<file path="config.mk">
export PLATFORM = sky130hd
export DESIGN_NAME = fifo_port
export DESIGN_NICKNAME = d
export VERILOG_FILES = /design/src/rtl/fifo_port_pkg.sv /design/src/rtl/fp_store.sv /design/src/rtl/fp_track.sv /design/src/rtl/fp_cmd.sv /design/src/rtl/fifo_port.sv
export SDC_FILE = /design/constraint.sdc
export NUM_CORES = 1
export LEC_CHECK = 0
export ABC_CLOCK_PERIOD_IN_PS = 2550
export BUFFER_PORTS_ARGS = -buffer_cell sky130_fd_sc_hd__buf_2
export CAP_MARGIN = 20
export CORE_MARGIN = 2
export CORE_UTILIZATION = 34
export CTS_CLUSTER_DIAMETER = 200
export DETAILED_ROUTE_END_ITERATION = 8
export PLACE_DENSITY = 0.56
export SLEW_MARGIN = 10
export SYNTH_ARGS = -nofsm -noshare
export SYNTH_HDL_FRONTEND = slang
export SYNTH_SLANG_ARGS = --single-unit
</file>
<file path="constraint.sdc">
create_clock -name clk_i -period 2.55 [get_ports clk_i]
set_clock_uncertainty 0.15 [all_clocks]
set_input_delay 0.1275 -clock clk_i [delete_from_list [all_inputs] [get_ports clk_i]]
set_output_delay 0.1275 -clock clk_i [all_outputs]
set_load 0.03 [all_outputs]
</file>
<file path="src/rtl/fifo_port_pkg.sv">
package fifo_port_pkg;
  typedef enum logic [2:0] {
    OP_IDLE,
    OP_FLUSH,
    OP_LOAD,
    OP_RD,
    OP_WR
  } op_e;

  function automatic logic is_data_phase(input logic [1:0] ph);
    return ph == 2'b00;
  endfunction
endpackage

</file>
<file path="src/rtl/fp_store.sv">
module fp_store #(
  parameter int DEPTH  = 16,
  parameter int DATA_W = 8,
  localparam int IDX_W = $clog2(DEPTH)
) (
  input  logic              clk_i,
  input  logic              rst_ni,
  input  logic              wr_en_i,
  input  logic [IDX_W-1:0]  wr_idx_i,
  input  logic [DATA_W-1:0] wr_byte_i,
  input  logic              ld_en_i,
  input  logic [DATA_W-1:0] ld_b0_i,
  input  logic [DATA_W-1:0] ld_b1_i,
  input  logic [IDX_W-1:0]  rd_idx_i,
  output logic [DATA_W-1:0] rd_byte_o
);
  logic [DATA_W-1:0] mem_q [DEPTH];

  for (genvar i = 0; i < DEPTH; i++) begin : g_ent
    logic              ld_hit;
    logic [DATA_W-1:0] ld_val;
    if (i == 0) begin : g_b0
      assign ld_hit = ld_en_i;
      assign ld_val = ld_b0_i;
    end else if (i == 1) begin : g_b1
      assign ld_hit = ld_en_i;
      assign ld_val = ld_b1_i;
    end else begin : g_bn
      assign ld_hit = 1'b0;
      assign ld_val = '0;
    end

    always_ff @(posedge clk_i or negedge rst_ni) begin
      if (!rst_ni)                                 mem_q[i] <= '0;
      else if (ld_hit)                             mem_q[i] <= ld_val;
      else if (wr_en_i && wr_idx_i == IDX_W'(i))   mem_q[i] <= wr_byte_i;
    end
  end

  assign rd_byte_o = mem_q[rd_idx_i];
endmodule

</file>
<file path="src/rtl/fp_track.sv">
module fp_track
  import fifo_port_pkg::*;
#(
  parameter int DEPTH  = 16,
  parameter int REM_W  = 8,
  parameter int DATA_W = 8,
  localparam int PTR_W = $clog2(DEPTH + 1)
) (
  input  logic              clk_i,
  input  logic              rst_ni,
  input  op_e               op_i,
  input  logic              data_ph_i,
  input  logic              collect_i,
  output logic [PTR_W-1:0]  rptr_o,
  output logic [PTR_W-1:0]  wptr_o,
  output logic [REM_W-1:0]  rem_o,
  output logic [DATA_W-1:0] flags_o,
  output logic              buf_we_o,
  output logic              ovf_o,
  output logic              rd_hit_o
);
  localparam logic [PTR_W-1:0] PTR_FULL = PTR_W'(DEPTH);
  localparam logic [REM_W-1:0] RSP_LEN  = REM_W'(2);

  logic [PTR_W-1:0]  rptr_q, rptr_d, wptr_q, wptr_d;
  logic [REM_W-1:0]  rem_q, rem_d;
  logic [DATA_W-1:0] flags_q, flags_d;
  logic              nd_wr;

  assign nd_wr    = (op_i == OP_WR) && !collect_i && !data_ph_i;
  assign buf_we_o = nd_wr && (wptr_q != PTR_FULL);
  assign ovf_o    = nd_wr && (wptr_q == PTR_FULL);
  assign rd_hit_o = (op_i == OP_RD) && (rem_q != '0);

  always_comb begin
    rptr_d  = rptr_q;
    wptr_d  = wptr_q;
    rem_d   = rem_q;
    flags_d = flags_q;
    unique case (op_i)
      OP_FLUSH: begin
        rptr_d = '0;
        wptr_d = '0;
        rem_d  = '0;
      end
      OP_LOAD: begin
        rptr_d  = '0;
        wptr_d  = '0;
        rem_d   = RSP_LEN;
        flags_d = DATA_W'(2);
      end
      OP_RD: begin
        if (rem_q != '0) begin
          rem_d = rem_q - 1'b1;
          if (!data_ph_i && rptr_q != PTR_FULL) rptr_d = rptr_q + 1'b1;
        end else begin
          rptr_d = '0;
          wptr_d = '0;
        end
      end
      OP_WR: begin
        if (!collect_i) begin
          if (data_ph_i) begin
            if (rem_q != '0) rem_d = rem_q - 1'b1;
          end else if (buf_we_o) begin
            wptr_d = wptr_q + 1'b1;
          end
        end
      end
      default: ;
    endcase
  end

  always_ff @(posedge clk_i or negedge rst_ni) begin
    if (!rst_ni) begin
      rptr_q  <= '0;
      wptr_q  <= '0;
      rem_q   <= '0;
      flags_q <= '0;
    end else begin
      rptr_q  <= rptr_d;
      wptr_q  <= wptr_d;
      rem_q   <= rem_d;
      flags_q <= flags_d;
    end
  end

  assign rptr_o  = rptr_q;
  assign wptr_o  = wptr_q;
  assign rem_o   = rem_q;
  assign flags_o = flags_q;
endmodule

</file>
<file path="src/rtl/fp_cmd.sv">
module fp_cmd
  import fifo_port_pkg::*;
#(
  parameter int CMD_DEPTH = 16,
  parameter int DATA_W    = 8,
  localparam int CLEN_W   = $clog2(CMD_DEPTH + 1),
  localparam int CIDX_W   = $clog2(CMD_DEPTH)
) (
  input  logic              clk_i,
  input  logic              rst_ni,
  input  op_e               op_i,
  input  logic              collect_i,
  input  logic [DATA_W-1:0] wdata_i,
  output logic              cmd_we_o,
  output logic [CIDX_W-1:0] cmd_idx_o,
  output logic [DATA_W-1:0] cmd_byte_o,
  output logic [CLEN_W-1:0] cmd_len_o,
  output logic              ovf_o
);
  localparam logic [CLEN_W-1:0] LEN_FULL = CLEN_W'(CMD_DEPTH);

  logic [CLEN_W-1:0] len_q;
  logic              cw, acc;

  assign cw    = (op_i == OP_WR) && collect_i;
  assign acc   = cw && (len_q != LEN_FULL);
  assign ovf_o = cw && (len_q == LEN_FULL);

  always_ff @(posedge clk_i or negedge rst_ni) begin
    if (!rst_ni) begin
      len_q      <= '0;
      cmd_we_o   <= 1'b0;
      cmd_idx_o  <= '0;
      cmd_byte_o <= '0;
    end else begin
      cmd_we_o <= acc;
      if (op_i == OP_FLUSH) begin
        len_q <= '0;
      end else if (acc) begin
        len_q      <= len_q + 1'b1;
        cmd_idx_o  <= len_q[CIDX_W-1:0];
        cmd_byte_o <= wdata_i;
      end
    end
  end

  assign cmd_len_o = len_q;
endmodule

</file>
<file path="src/rtl/fifo_port.sv">
module fifo_port
  import fifo_port_pkg::*;
#(
  parameter int DEPTH     = 16,
  parameter int CMD_DEPTH = 16,
  parameter int DATA_W    = 8,
  parameter int REM_W     = 8,
  localparam int CLEN_W   = $clog2(CMD_DEPTH + 1),
  localparam int CIDX_W   = $clog2(CMD_DEPTH),
  localparam int PTR_W    = $clog2(DEPTH + 1),
  localparam int IDX_W    = $clog2(DEPTH)
) (
  input  logic              clk_i,
  input  logic              rst_ni,
  input  logic [1:0]        phase_i,
  input  logic              cmd_collect_i,
  input  logic              flush_i,
  input  logic              rsp_load_i,
  input  logic [DATA_W-1:0] rsp_status_i,
  input  logic [DATA_W-1:0] rsp_msg_i,
  input  logic              rd_i,
  input  logic              wr_i,
  input  logic [DATA_W-1:0] wdata_i,
  output logic [DATA_W-1:0] rdata_o,
  output logic              irq_o,
  output logic              data_we_o,
  output logic [DATA_W-1:0] data_byte_o,
  output logic              cmd_we_o,
  output logic [CIDX_W-1:0] cmd_idx_o,
  output logic [DATA_W-1:0] cmd_byte_o,
  output logic [CLEN_W-1:0] cmd_len_o,
  output logic [REM_W-1:0]  rem_o,
  output logic [DATA_W-1:0] flags_o,
  output logic              ovf_o
);
  op_e               op;
  logic              data_ph;
  logic [PTR_W-1:0]  rptr, wptr;
  logic              buf_we, buf_ovf, cmd_ovf, rd_hit;
  logic [DATA_W-1:0] rd_byte;
  logic              data_wr;

  // one strobe wins per cycle
  always_comb begin
    if (flush_i)         op = OP_FLUSH;
    else if (rsp_load_i) op = OP_LOAD;
    else if (rd_i)       op = OP_RD;
    else if (wr_i)       op = OP_WR;
    else                 op = OP_IDLE;
  end

  assign data_ph = is_data_phase(phase_i);
  assign data_wr = (op == OP_WR) && !cmd_collect_i && data_ph;

  fp_track #(.DEPTH(DEPTH), .REM_W(REM_W), .DATA_W(DATA_W)) u_track (
    .clk_i     (clk_i),
    .rst_ni    (rst_ni),
    .op_i      (op),
    .data_ph_i (data_ph),
    .collect_i (cmd_collect_i),
    .rptr_o    (rptr),
    .wptr_o    (wptr),
    .rem_o     (rem_o),
    .flags_o   (flags_o),
    .buf_we_o  (buf_we),
    .ovf_o     (buf_ovf),
    .rd_hit_o  (rd_hit)
  );

  fp_store #(.DEPTH(DEPTH), .DATA_W(DATA_W)) u_store (
    .clk_i     (clk_i),
    .rst_ni    (rst_ni),
    .wr_en_i   (buf_we),
    .wr_idx_i  (wptr[IDX_W-1:0]),
    .wr_byte_i (wdata_i),
    .ld_en_i   (op == OP_LOAD),
    .ld_b0_i   (rsp_status_i),
    .ld_b1_i   (rsp_msg_i),
    .rd_idx_i  (rptr[IDX_W-1:0]),
    .rd_byte_o (rd_byte)
  );

  fp_cmd #(.CMD_DEPTH(CMD_DEPTH), .DATA_W(DATA_W)) u_cmd (
    .clk_i      (clk_i),
    .rst_ni     (rst_ni),
    .op_i       (op),
    .collect_i  (cmd_collect_i),
    .wdata_i    (wdata_i),
    .cmd_we_o   (cmd_we_o),
    .cmd_idx_o  (cmd_idx_o),
    .cmd_byte_o (cmd_byte_o),
    .cmd_len_o  (cmd_len_o),
    .ovf_o      (cmd_ovf)
  );

  always_ff @(posedge clk_i or negedge rst_ni) begin
    if (!rst_ni) begin
      rdata_o     <= '0;
      irq_o       <= 1'b0;
      data_we_o   <= 1'b0;
      data_byte_o <= '0;
      ovf_o       <= 1'b0;
    end else begin
      irq_o     <= rd_hit || (op == OP_LOAD);
      data_we_o <= data_wr;
      if (rd_hit)  rdata_o <= data_ph ? '0 : rd_byte;
      if (data_wr) data_byte_o <= wdata_i;
      if (op == OP_FLUSH)          ovf_o <= 1'b0;
      else if (buf_ovf || cmd_ovf) ovf_o <= 1'b1;
    end
  end
endmodule

</file>
[After elaboration in Yosys (flattened, before gate mapping)]
Index checks and enable logic that the tools add are counted.
Word-level totals
  register bits after elaboration: 184
  bits in latches: 0
  RAM bits: 0
  ROM bits: 0
  input bits: 33
  output and inout bits: 53
  word-level logic and storage cells: 139
  memories kept: 0
Cells by class
  add/sub/neg operators: 4
  multipliers: 0
  div/mod/pow operators: 0
  $lt $le $gt $ge: 1
  eq/ne operators: 30
  shifts and indexed selects: 0
  muxes and demuxes: 28
  bitwise operators: 2
  reduce and logical (&&, ||, !) cells: 45
Operators by type and width (number)
  $mux W8: 10
  $mux W5: 8
  $bmux W8 S4: 1
  $eq A4 B4 Y1 const B: 8
  $pmux W8 S4: 1
  $logic_and A1 B1 Y1: 26
  $eq A4 B3 Y1 const B: 4
  $add A5 B1 Y5 const B: 3
  $ne A5 B5 Y1 const B: 3
  $pmux W5 S3: 1
  $mux W3: 4
  $eq A5 B5 Y1 const B: 2
  $pmux W5 S2: 1
  $reduce_bool A2 Y1: 5
  $eq A4 B2 Y1 const B: 2
  $ne A2 B2 Y1 const B: 4
  $reduce_bool A8 Y1: 1
  $sub A8 B1 Y8 const B: 1
  $eq A3 B2 Y1 const B: 2
  $ge A5 B5 Y1 const B: 1
  $not A4 Y5: 1
  $reduce_and A5 Y1: 1
  $eq A4 B1 Y1 const B: 1
  $logic_not A4 Y1: 1
  14 further kinds: 18

[Logic depth before layout (Yosys ltp)]
Gate-level depths: netlist of run 1.
  word-level depth: 12
  depth in mapped cells: 7
  mapped depth without buffers: 6

[Modules after synthesis]
A second synthesis of run 1 with hierarchy kept.
Second synthesis, totals
  cells, all modules: 683
  area, all modules: 8978.6 sq um
Modules (own cells, without submodules)
  fp_store: instances 1, cells each 421, area each 6060.8 sq um, seq. area each 3203.1 sq um
  fp_track: instances 1, cells each 138, area each 1307.5 sq um, seq. area each 475.5 sq um
  fp_cmd: instances 1, cells each 59, area each 834.6 sq um, seq. area each 450.4 sq um
  fifo_port: instances 1, cells each 65, area each 775.7 sq um, seq. area each 475.5 sq um

[Worst setup path after synthesis of run 1]
Ideal clock, no wire load.
  kind: register to register
  start: register u_track.rem_q[0] (netlist: u_track.rem_o[0])
  end: register u_track.wptr_q[0] (netlist: u_track.wptr_o[0])
  setup time: 125 ps
  arrival: 2081 ps
  required time: 2275 ps
  path slack: 194 ps
  stages on the path, launching flop included: 7
  buffers on the path: 0
  period minus slack after synthesis: 2356 ps
  cell sequence: dfrtp_1 -> inv_1 -> ha_1 -> or4b_2 -> o31ai_4 -> nor2_2 -> mux2_2
On the way
  word-level cells in the longest chain between the ends: 3
Ends and longest elaborated chain
  from (decl): line fp_track.sv:26  | logic [REM_W-1:0] rem_q, rem_d;
  from (signal assigned): line fp_track.sv:83  | rem_q <= rem_d;
  $reduce_bool A8 Y1: line fp_track.sv:53  | if (rem_q != '0) begin
  $ne A2 B2 Y1 (no source line)
  $reduce_and A5 Y1 (no source line)
  to (signal assigned): line fp_track.sv:82  | wptr_q <= wptr_d;
  to (decl): line fp_track.sv:25  | logic [PTR_W-1:0] rptr_q, rptr_d, wptr_q, wptr_d;
No other way between the ends.
A chain may end at the register's enable or synchronous reset.

[Final worst setup path of run 1]
  start: register u_track.rem_q[0] (netlist: u_track.rem_o[0])
  end: register u_track.rptr_q[1] (netlist: u_track.rptr_o[1])
On the way
  word-level cells in the longest chain between the ends: 3
  elaborated cells between the ends (all ways): 5
  classes of those cells: eq/ne: 1; mux: 2; reduce/logical: 2
Ends and longest elaborated chain
  $reduce_bool A8 Y1 *: line fp_track.sv:53
  $mux W5 / $ne A3 B3 Y1 (equally long branches)
  $pmux W5 S2 / $reduce_and A2 Y1 (equally long branches)
  to (signal assigned): line fp_track.sv:81  | rptr_q <= rptr_d;
  to (decl): line fp_track.sv:25
Mark *: on every way between the ends. The rest lies on a longest branch, timed or not.

==> flow_summary.toml, run 1 <==
[worst_setup_path]
worstReg2RegEnd = "u_track.rptr_o[1]$_DFFE_PN0P_"
cpLargestDelayFamily = "simple AND/OR/NAND/NOR gates"
critical_path.startpoint_type = "register"
cp-end-kind = "register"
worstReg2RegStart = "u_track.rem_o[0]$_DFFE_PN0P_"
slowest_stage_delay_on_critical_path_ns = 0.70
worstPathBufferInverterCount = 2
reg2reg_depth = 7
r2r_setup_slack_ns = 0.12
worstSetupPathType = "register to register"
critical_path.slowest_cell = "or4b_2"
worst-endpoint-required_ns = 2.72
crit_chain = "inv_1 -> ha_1 -> or4b_2 -> o211ai_1 -> buf_4 -> nor2_1 -> o2bb2ai_1"
cp.arrival_ns = 2.60
crit_path_max_fanout = 10

[logic_synthesis]
synthArstFlopShare = 1.00
yosysWarnings = 0
avgSynthCellArea_um2 = 13.8
synth_seq_cells = 184
edff_count_synth = 0
synthCells = 631
number_of_distinct_library_cell_variants_in_the_gate_level_netlist_after_synthesis = 55
synth.cell_area_mm2 = 0.00871
ys.flop_type = "dfrtp_1"
synth-seq-area-share = 0.528

[grt]
grt_pass1_vias = 6035
global_route_wire_length_before_repair_um = 33100
grt_antenna_before_repair = 0
grt_usage = 0.161
grt_overflow_total = 0
grt_start_max_net_pins = 63

[finish]
growth_of_design_area_from_synthesis_to_finish_pct = 18.9
final_design_area_excluding_fillers_mm2 = 0.0104
final_common_cell = "dfrtp_1"
fin_nets = 776
insertedDiodeCount = 0
most-common-layout-cells = "183 x dfrtp_1, 128 x mux2_2, 77 x buf_2, 44 x mux2i_1, 32 x mux4_2"
post_route_cells_drive_above_1_share = 0.430
stdcell_count = 1076

[power]
lkg_pwr_nw = 5.01
clkPwrFrac = 0.386
internal_power_mw = 4.96
swShare = 0.287
highest_ir_drop_seen_on_vdd_v = 0.000413
total_power_mw = 6.96
power.share.sequential = 0.462
p_switching_mw = 2.00
cellPowerDensity_mw_per_mm2 = 671
combPwrFrac = 0.153

[drt]
viasPerCell = 5.19
drt_wl_total_um = 20400
detail-route-antenna-nets = 0
vias = 5587
route.detailed.drc = 0
route.detailed.wl_per_inst_um = 19.0
detail_route.first_pass.iterations = 5
detailedRoute.firstIterationViolations = 376

[sta]
timing.fmax_mhz = 411
timing.final.crit_share = 0.953
final_min_period_ns = 2.43
rsz0062_at_grt = "no"
final_report_hold_violation_count = 0
timing.max_slew.rel_slack = 0.582
timing.final.max_slew_violations = 0
setup_total_negative_slack_ns = 0
count_of_endpoints_failing_setup_in_the_final_report = 0
worst-slew-pin-transition_ns = 0.627

[status]
run_status = "finished clean"

[die]
die_area_mm2 = 0.0269
die_h_um = 164
placement_rows = 58
io-pin-count = 86
floorplan.core_area_mm2 = 0.0252
die-width_um = 164
initial_core_util = 0.346

[clock_tree]
number_of_setup_buffers_added_after_cts = 0
cts_buffers = 17
cts_buffer_depth = 2
cts_root_buffer = "clkbuf_16"
clk_pin_slew_worst_paths_ns = 0.07
clk_lat_worst_skew_ns = 0.44
clock_sink_count = 184
cts_tree = "built"
htree_num_levels = 4

[place]
placed_standard_cell_area_mm2 = 0.00956
place.detailed.instances = 1024
gpl.final_weighted_congestion = 0.793
portBuffers = 78
detailed_place_hpwl_um = 13900

[worst_hold_path]
holdPathEnd = "u_store.mem_q[116]$_DFFE_PN0P_"
worst_hold_path_type = "primary input to register"
count_of_cells_along_the_worst_hold_path = 3
worstHoldStart = "wdata_i[4]"

[job]
maxCapViolCount = 0
-- metrics by stage --
stage	hold WS (ns)	utilization	setup WS [ns]
6_report	0.0166	0.412	0.119
5_1_grt	0.0352	0.412	0.0134
4_1_cts	0.00637	0.411	0.117
3_5_place_dp	0.0318	0.380	0.120
3_3_place_gp	0.0169	0.380	0.226
2_1_floorplan	-0.318	-	0.194
-- cell type report --
| class | count | area [um2] |
|---|---|---|
| clock buffer | 18 | 439 |
| tap | 330 | 413 |
| fill | 2327 | 14800 |
| clock inverter | 14 | 163 |
| timing repair buffer | 118 | 797 |
| sequential | 184 | 4610 |
| multi-input combinational | 399 | 3900 |
| inverter | 13 | 48.8 |
-- worst reg2reg max path, stage by stage, from the launching register on --
cell and delay [ns]:
dfrtp_1 0.42, inv_1 0.12, ha_1 0.16, or4b_2 0.70
o211ai_1 0.35, buf_4 0.25, nor2_1 0.06, o2bb2ai_1 0.11
-- registers in the layout, summed over array words and instances, names as in the netlist --
name / count
u_store.mem_q: 128
data_byte_o: 8
rdata_o: 8
u_cmd.cmd_byte_o: 8
u_track.rem_o: 8
u_cmd.cmd_len_o: 5
u_track.rptr_o: 5
u_track.wptr_o: 5
u_cmd.cmd_idx_o: 4
data_we_o: 1
irq_o: 1
ovf_o: 1
u_cmd.cmd_we_o: 1
u_track.flags_o: 1
-- worst max path at each step --
| stage | start | to | slack (ns) | cells past startpoint |
|---|---|---|---|---|
| finish | u_track.rem_o[0]$_DFFE_PN0P_ | u_track.rptr_o[1]$_DFFE_PN0P_ | 0.12 | 7 |
| floorplan | u_track.rem_o[0]$_DFFE_PN0P_ | u_track.wptr_o[0]$_DFFE_PN0P_ | 0.19 | 6 |
| detailed placement | u_track.rem_o[0]$_DFFE_PN0P_ | rdata_o[6]$_DFFE_PN0P_ | 0.12 | 6 |
| global placement | u_track.rem_o[0]$_DFFE_PN0P_ | rdata_o[6]$_DFFE_PN0P_ | 0.23 | 6 |
| global route | u_track.rem_o[0]$_DFFE_PN0P_ | u_track.rptr_o[1]$_DFFE_PN0P_ | 0.01 | 7 |
| CTS | u_track.rem_o[0]$_DFFE_PN0P_ | rdata_o[6]$_DFFE_PN0P_ | 0.12 | 6 |
-- per-layer routing --
| layer | GRT usage | part of all wire | vias to the layer above |
|---|---|---|---|
| li1 | - | - | 2496 |
| met5 | 0 | 0 | - |
| met4 | 0.0431 | 0.011 | 0 |
| met2 | 0.284 | 0.53 | 127 |
| met1 | 0.202 | 0.43 | 2943 |
| met3 | 0.0290 | 0.034 | 21 |
-- kinds of logic (layout without fill, tap and decap cells) --
group / count (synthesis) / after routing / share of synthesized area
DFF: 184 / 184 / 0.528
other: 1 / 7 / 0.000430
AOI/OAI and AO/OA: 55 / 55 / 0.0432
buffers and inverters: 54 / 163 / 0.0271
and+or+nand+nor: 115 / 115 / 0.0794
xor gates and xnor gates: 7 / 7 / 0.00704
adders and majority gates: 10 / 10 / 0.0144
muxes: 205 / 205 / 0.300
-- synthesized netlist by cell type, types with 4 or more instances --
cell type,count,share of area
a21oi_1,24,0.014
nor2_1,31,0.013
or3_1,4,0.0029
nand2_1,13,0.0056
a22o_1,8,0.0080
mux2_2,128,0.17
nor2b_1,5,0.0036
inv_1,12,0.0052
xor2_1,4,0.0040
o31ai_1,4,0.0034
dfrtp_1,184,0.53
nor2_2,10,0.0072
clkbuf_1,25,0.011
ha_1,10,0.014
nand4_1,5,0.0036
nand2b_1,6,0.0043
buf_2,6,0.0034
or4_1,4,0.0034
mux4_2,32,0.083
nand3_1,9,0.0052
buf_4,7,0.0060
o21ai_0,4,0.0023
mux2i_1,44,0.051
-- repair_timing --
item / in CTS / in global routing
endpoints found under the setup margin: 0 / 2
hold buffers: 20 / 0
gates resized for setup: 0 / 1
hold endpoints to repair: 82 / 0
-- power by group through the flow --
| stage | logic, mW | clock network, mW | registers, mW |
|---|---|---|---|
| 2_1_floorplan | 0.446 | 0 | 3.47 |
| 3_3_place_gp | 1.02 | 0 | 3.26 |
| 3_5_place_dp | 1.05 | 0 | 3.27 |
| 4_1_cts | 1.07 | 2.75 | 3.22 |
| 5_1_grt | 1.16 | 2.89 | 3.23 |
| 6_report | 1.06 | 2.68 | 3.21 |
Power figures use the tool's default switching activity.
==> run 2: changes to the inputs <==
- ABC_CLOCK_PERIOD_IN_PS: 2550 -> 2200
- PLACE_DENSITY: 0.56 -> 0.58
- clock period: 2.55 -> 2.2 ns (I/O delays scaled with it)
==> flow_summary.toml, run 2 (synthesis gave the netlist of run 1 again) <==
[finish]
fillCellCount = 2311
final_design_area_excluding_fillers_mm2 = 0.0107
regMostFlops = "u_store.mem_q"
growth_of_design_area_from_synthesis_to_finish_pct = 23.3
insertedDiodeCount = 0
most-common-layout-cells = "181 x dfrtp_1, 128 x mux2_2, 78 x buf_2, 44 x mux2i_1, 32 x mux4_2"
finish.utilization = 0.427
post_route_cells_drive_above_1_share = 0.448
fin_nets = 801
final_common_cell = "dfrtp_1"
stdcell_count = 1096
largest_register_ff_count = 128

[drt]
viasPerCell = 5.03
drt_wl_total_um = 19900
met2WireLength_um = 9790
detail-route-antenna-nets = 0
met3RoutedLength_um = 639
wl_met1_um = 9330
detailedRoute.firstIterationViolations = 277
detail_route.first_pass.iterations = 4
vias = 5515
route.detailed.drc = 0
uppermost_metal_layer_occupied_by_signal_nets = "met4"
route.detailed.wl_per_inst_um = 18.2

[worst_setup_path]
worstPathBufferInverterCount = 2
critical_path.startpoint_type = "primary input"
worstReg2RegEnd = "u_track.rptr_o[1]$_DFFE_PN0P_"
crit_path_max_fanout = 8
reg2reg_depth = 8
worstReg2RegStart = "u_track.rem_o[0]$_DFFE_PN0P_"
worst-endpoint-required_ns = 2.35
worstSetupPathType = "primary input to register"
crit_chain = "dlygate4sd3_1 -> buf_2 -> or4b_4 -> nor3_4 -> nand2_2 -> mux2_1"
cp.arrival_ns = 2.31
cpLargestDelayFamily = "simple AND/OR/NAND/NOR gates"
r2r_setup_slack_ns = 0.10
critical_path.slowest_cell = "or4b_4"
slowest_stage_delay_on_critical_path_ns = 0.59
cp-end-kind = "register"

[worst_hold_path]
worst_hold_path_type = "primary input to register"
count_of_cells_along_the_worst_hold_path = 3
holdPathEnd = "u_store.mem_q[123]$_DFFE_PN0P_"
worstHoldStart = "wdata_i[3]"

[sta]
timing.max_slew.rel_slack = 0.660
setup_total_negative_slack_ns = 0
final_min_period_ns = 2.16
whs_ns = 0.00924
worst-slew-pin-transition_ns = 0.508
final_report_hold_violation_count = 0
count_of_endpoints_failing_setup_in_the_final_report = 0
timing.final.max_slew_violations = 0
finalWorstSetupSlack_ns = 0.0444
timing.final.crit_share = 0.980
timing.fmax_mhz = 464

[clock_tree]
clk_lat_worst_skew_ns = 0.43
htree_num_levels = 4
cts_buffer_depth = 2
clk_pin_slew_worst_paths_ns = 0.06
cts_buffers = 17
cts_tree = "built"
clock_sink_count = 184
cts_root_buffer = "clkbuf_16"

[power]
internal_power_mw = 6.22
swShare = 0.262
lkg_pwr_nw = 5.18
total_power_mw = 8.43
cellPowerDensity_mw_per_mm2 = 784
p_switching_mw = 2.21
highest_ir_drop_seen_on_vdd_v = 0.000407
clkPwrFrac = 0.407
combPwrFrac = 0.150
power.share.sequential = 0.443

[place]
portBuffers = 78
pre_cts_slack_ns = 0.0391
detailed_place_hpwl_um = 13500
placed_standard_cell_area_mm2 = 0.00983
place.detailed.instances = 1044
gpl.final_weighted_congestion = 0.769

[die]
floorplan.core_area_mm2 = 0.0252
die_h_um = 164
io-pin-count = 86
placement_rows = 58
initial_core_util = 0.346
die_area_mm2 = 0.0269
die-width_um = 164

[job]
maxCapViolCount = 0

[grt]
grt_antenna_before_repair = 0
global_route_wire_length_before_repair_um = 32100
grt_start_max_net_pins = 58
grt_overflow_total = 0
grt_pass1_vias = 5672
grt_usage = 0.157

[status]
run_status = "finished clean"
## run 2: cell count changes in the layout (fill, tap and decap cells not counted), sizes merged
| cell | before | now |
|---|---|---|
| bufinv | 2 | 6 |
| inv | 18 | 14 |
| clkinv | 6 | 0 |
| clkbuf | 18 | 20 |
| buf | 98 | 119 |
| dlygate4sd3 | 20 | 23 |
## run 2: area by class of cell
class / count / area (um2) / area share
Clock buffer: 19 / 453 / 0.0422
Clock inverter: 8 / 196 / 0.0183
Inverter: 13 / 48.8 / 0.00454
Multi-Input combinational cell: 399 / 3920 / 0.365
Sequential cell: 184 / 4610 / 0.429
Tap cell: 330 / 413 / 0.0384
Timing Repair Buffer: 143 / 1100 / 0.103
## run 2: what timing repair did
| action | CTS | global route |
|---|---|---|
| setup buffers | 0 | 1 |
| endpoints found under the setup margin | 0 | 27 |
| hold endpoints to repair | 210 | 0 |
| hold buffers | 23 | 0 |
| resized for setup | 0 | 6 |
## run 2: worst min-delay path, cell delays in order
cell and delay, ns:
buf_2 0.21, mux2i_1 0.16, a21oi_1 0.07
## run 2: metal layers
metal	track usage	vias to the layer above
li1	-	2549
met1	0.211	2865
met2	0.258	84
met3	0.0331	17
met4	0.0395	0
met5	0	-
## run 2: power by group through the flow
stage / registers (mW) / logic [mW] / clock network [mW]
detailed placement: 3.79 / 1.24 / 0
finish: 3.73 / 1.26 / 3.43
global route: 3.75 / 1.38 / 3.65
CTS: 3.73 / 1.27 / 3.52
floorplan: 4.03 / 0.522 / 0
global placement: 3.80 / 1.22 / 0
## run 2: how the worst max path moves through the flow
stage,from,endpoint,slack [ns],depth (start not counted)
after floorplan,u_track.rem_o[0]$_DFFE_PN0P_,u_track.wptr_o[0]$_DFFE_PN0P_,0.01,6
after global placement,u_track.rem_o[0]$_DFFE_PN0P_,rdata_o[6]$_DFFE_PN0P_,0.06,6
after detailed placement,u_track.rem_o[1]$_DFFE_PN0P_,rdata_o[6]$_DFFE_PN0P_,0.04,6
after CTS,u_track.rem_o[1]$_DFFE_PN0P_,rdata_o[6]$_DFFE_PN0P_,0.02,6
after global routing,rd_i,u_store.mem_q[16]$_DFFE_PN0P_,-0.00003,9
final,rd_i,u_store.mem_q[42]$_DFFE_PN0P_,0.04,6
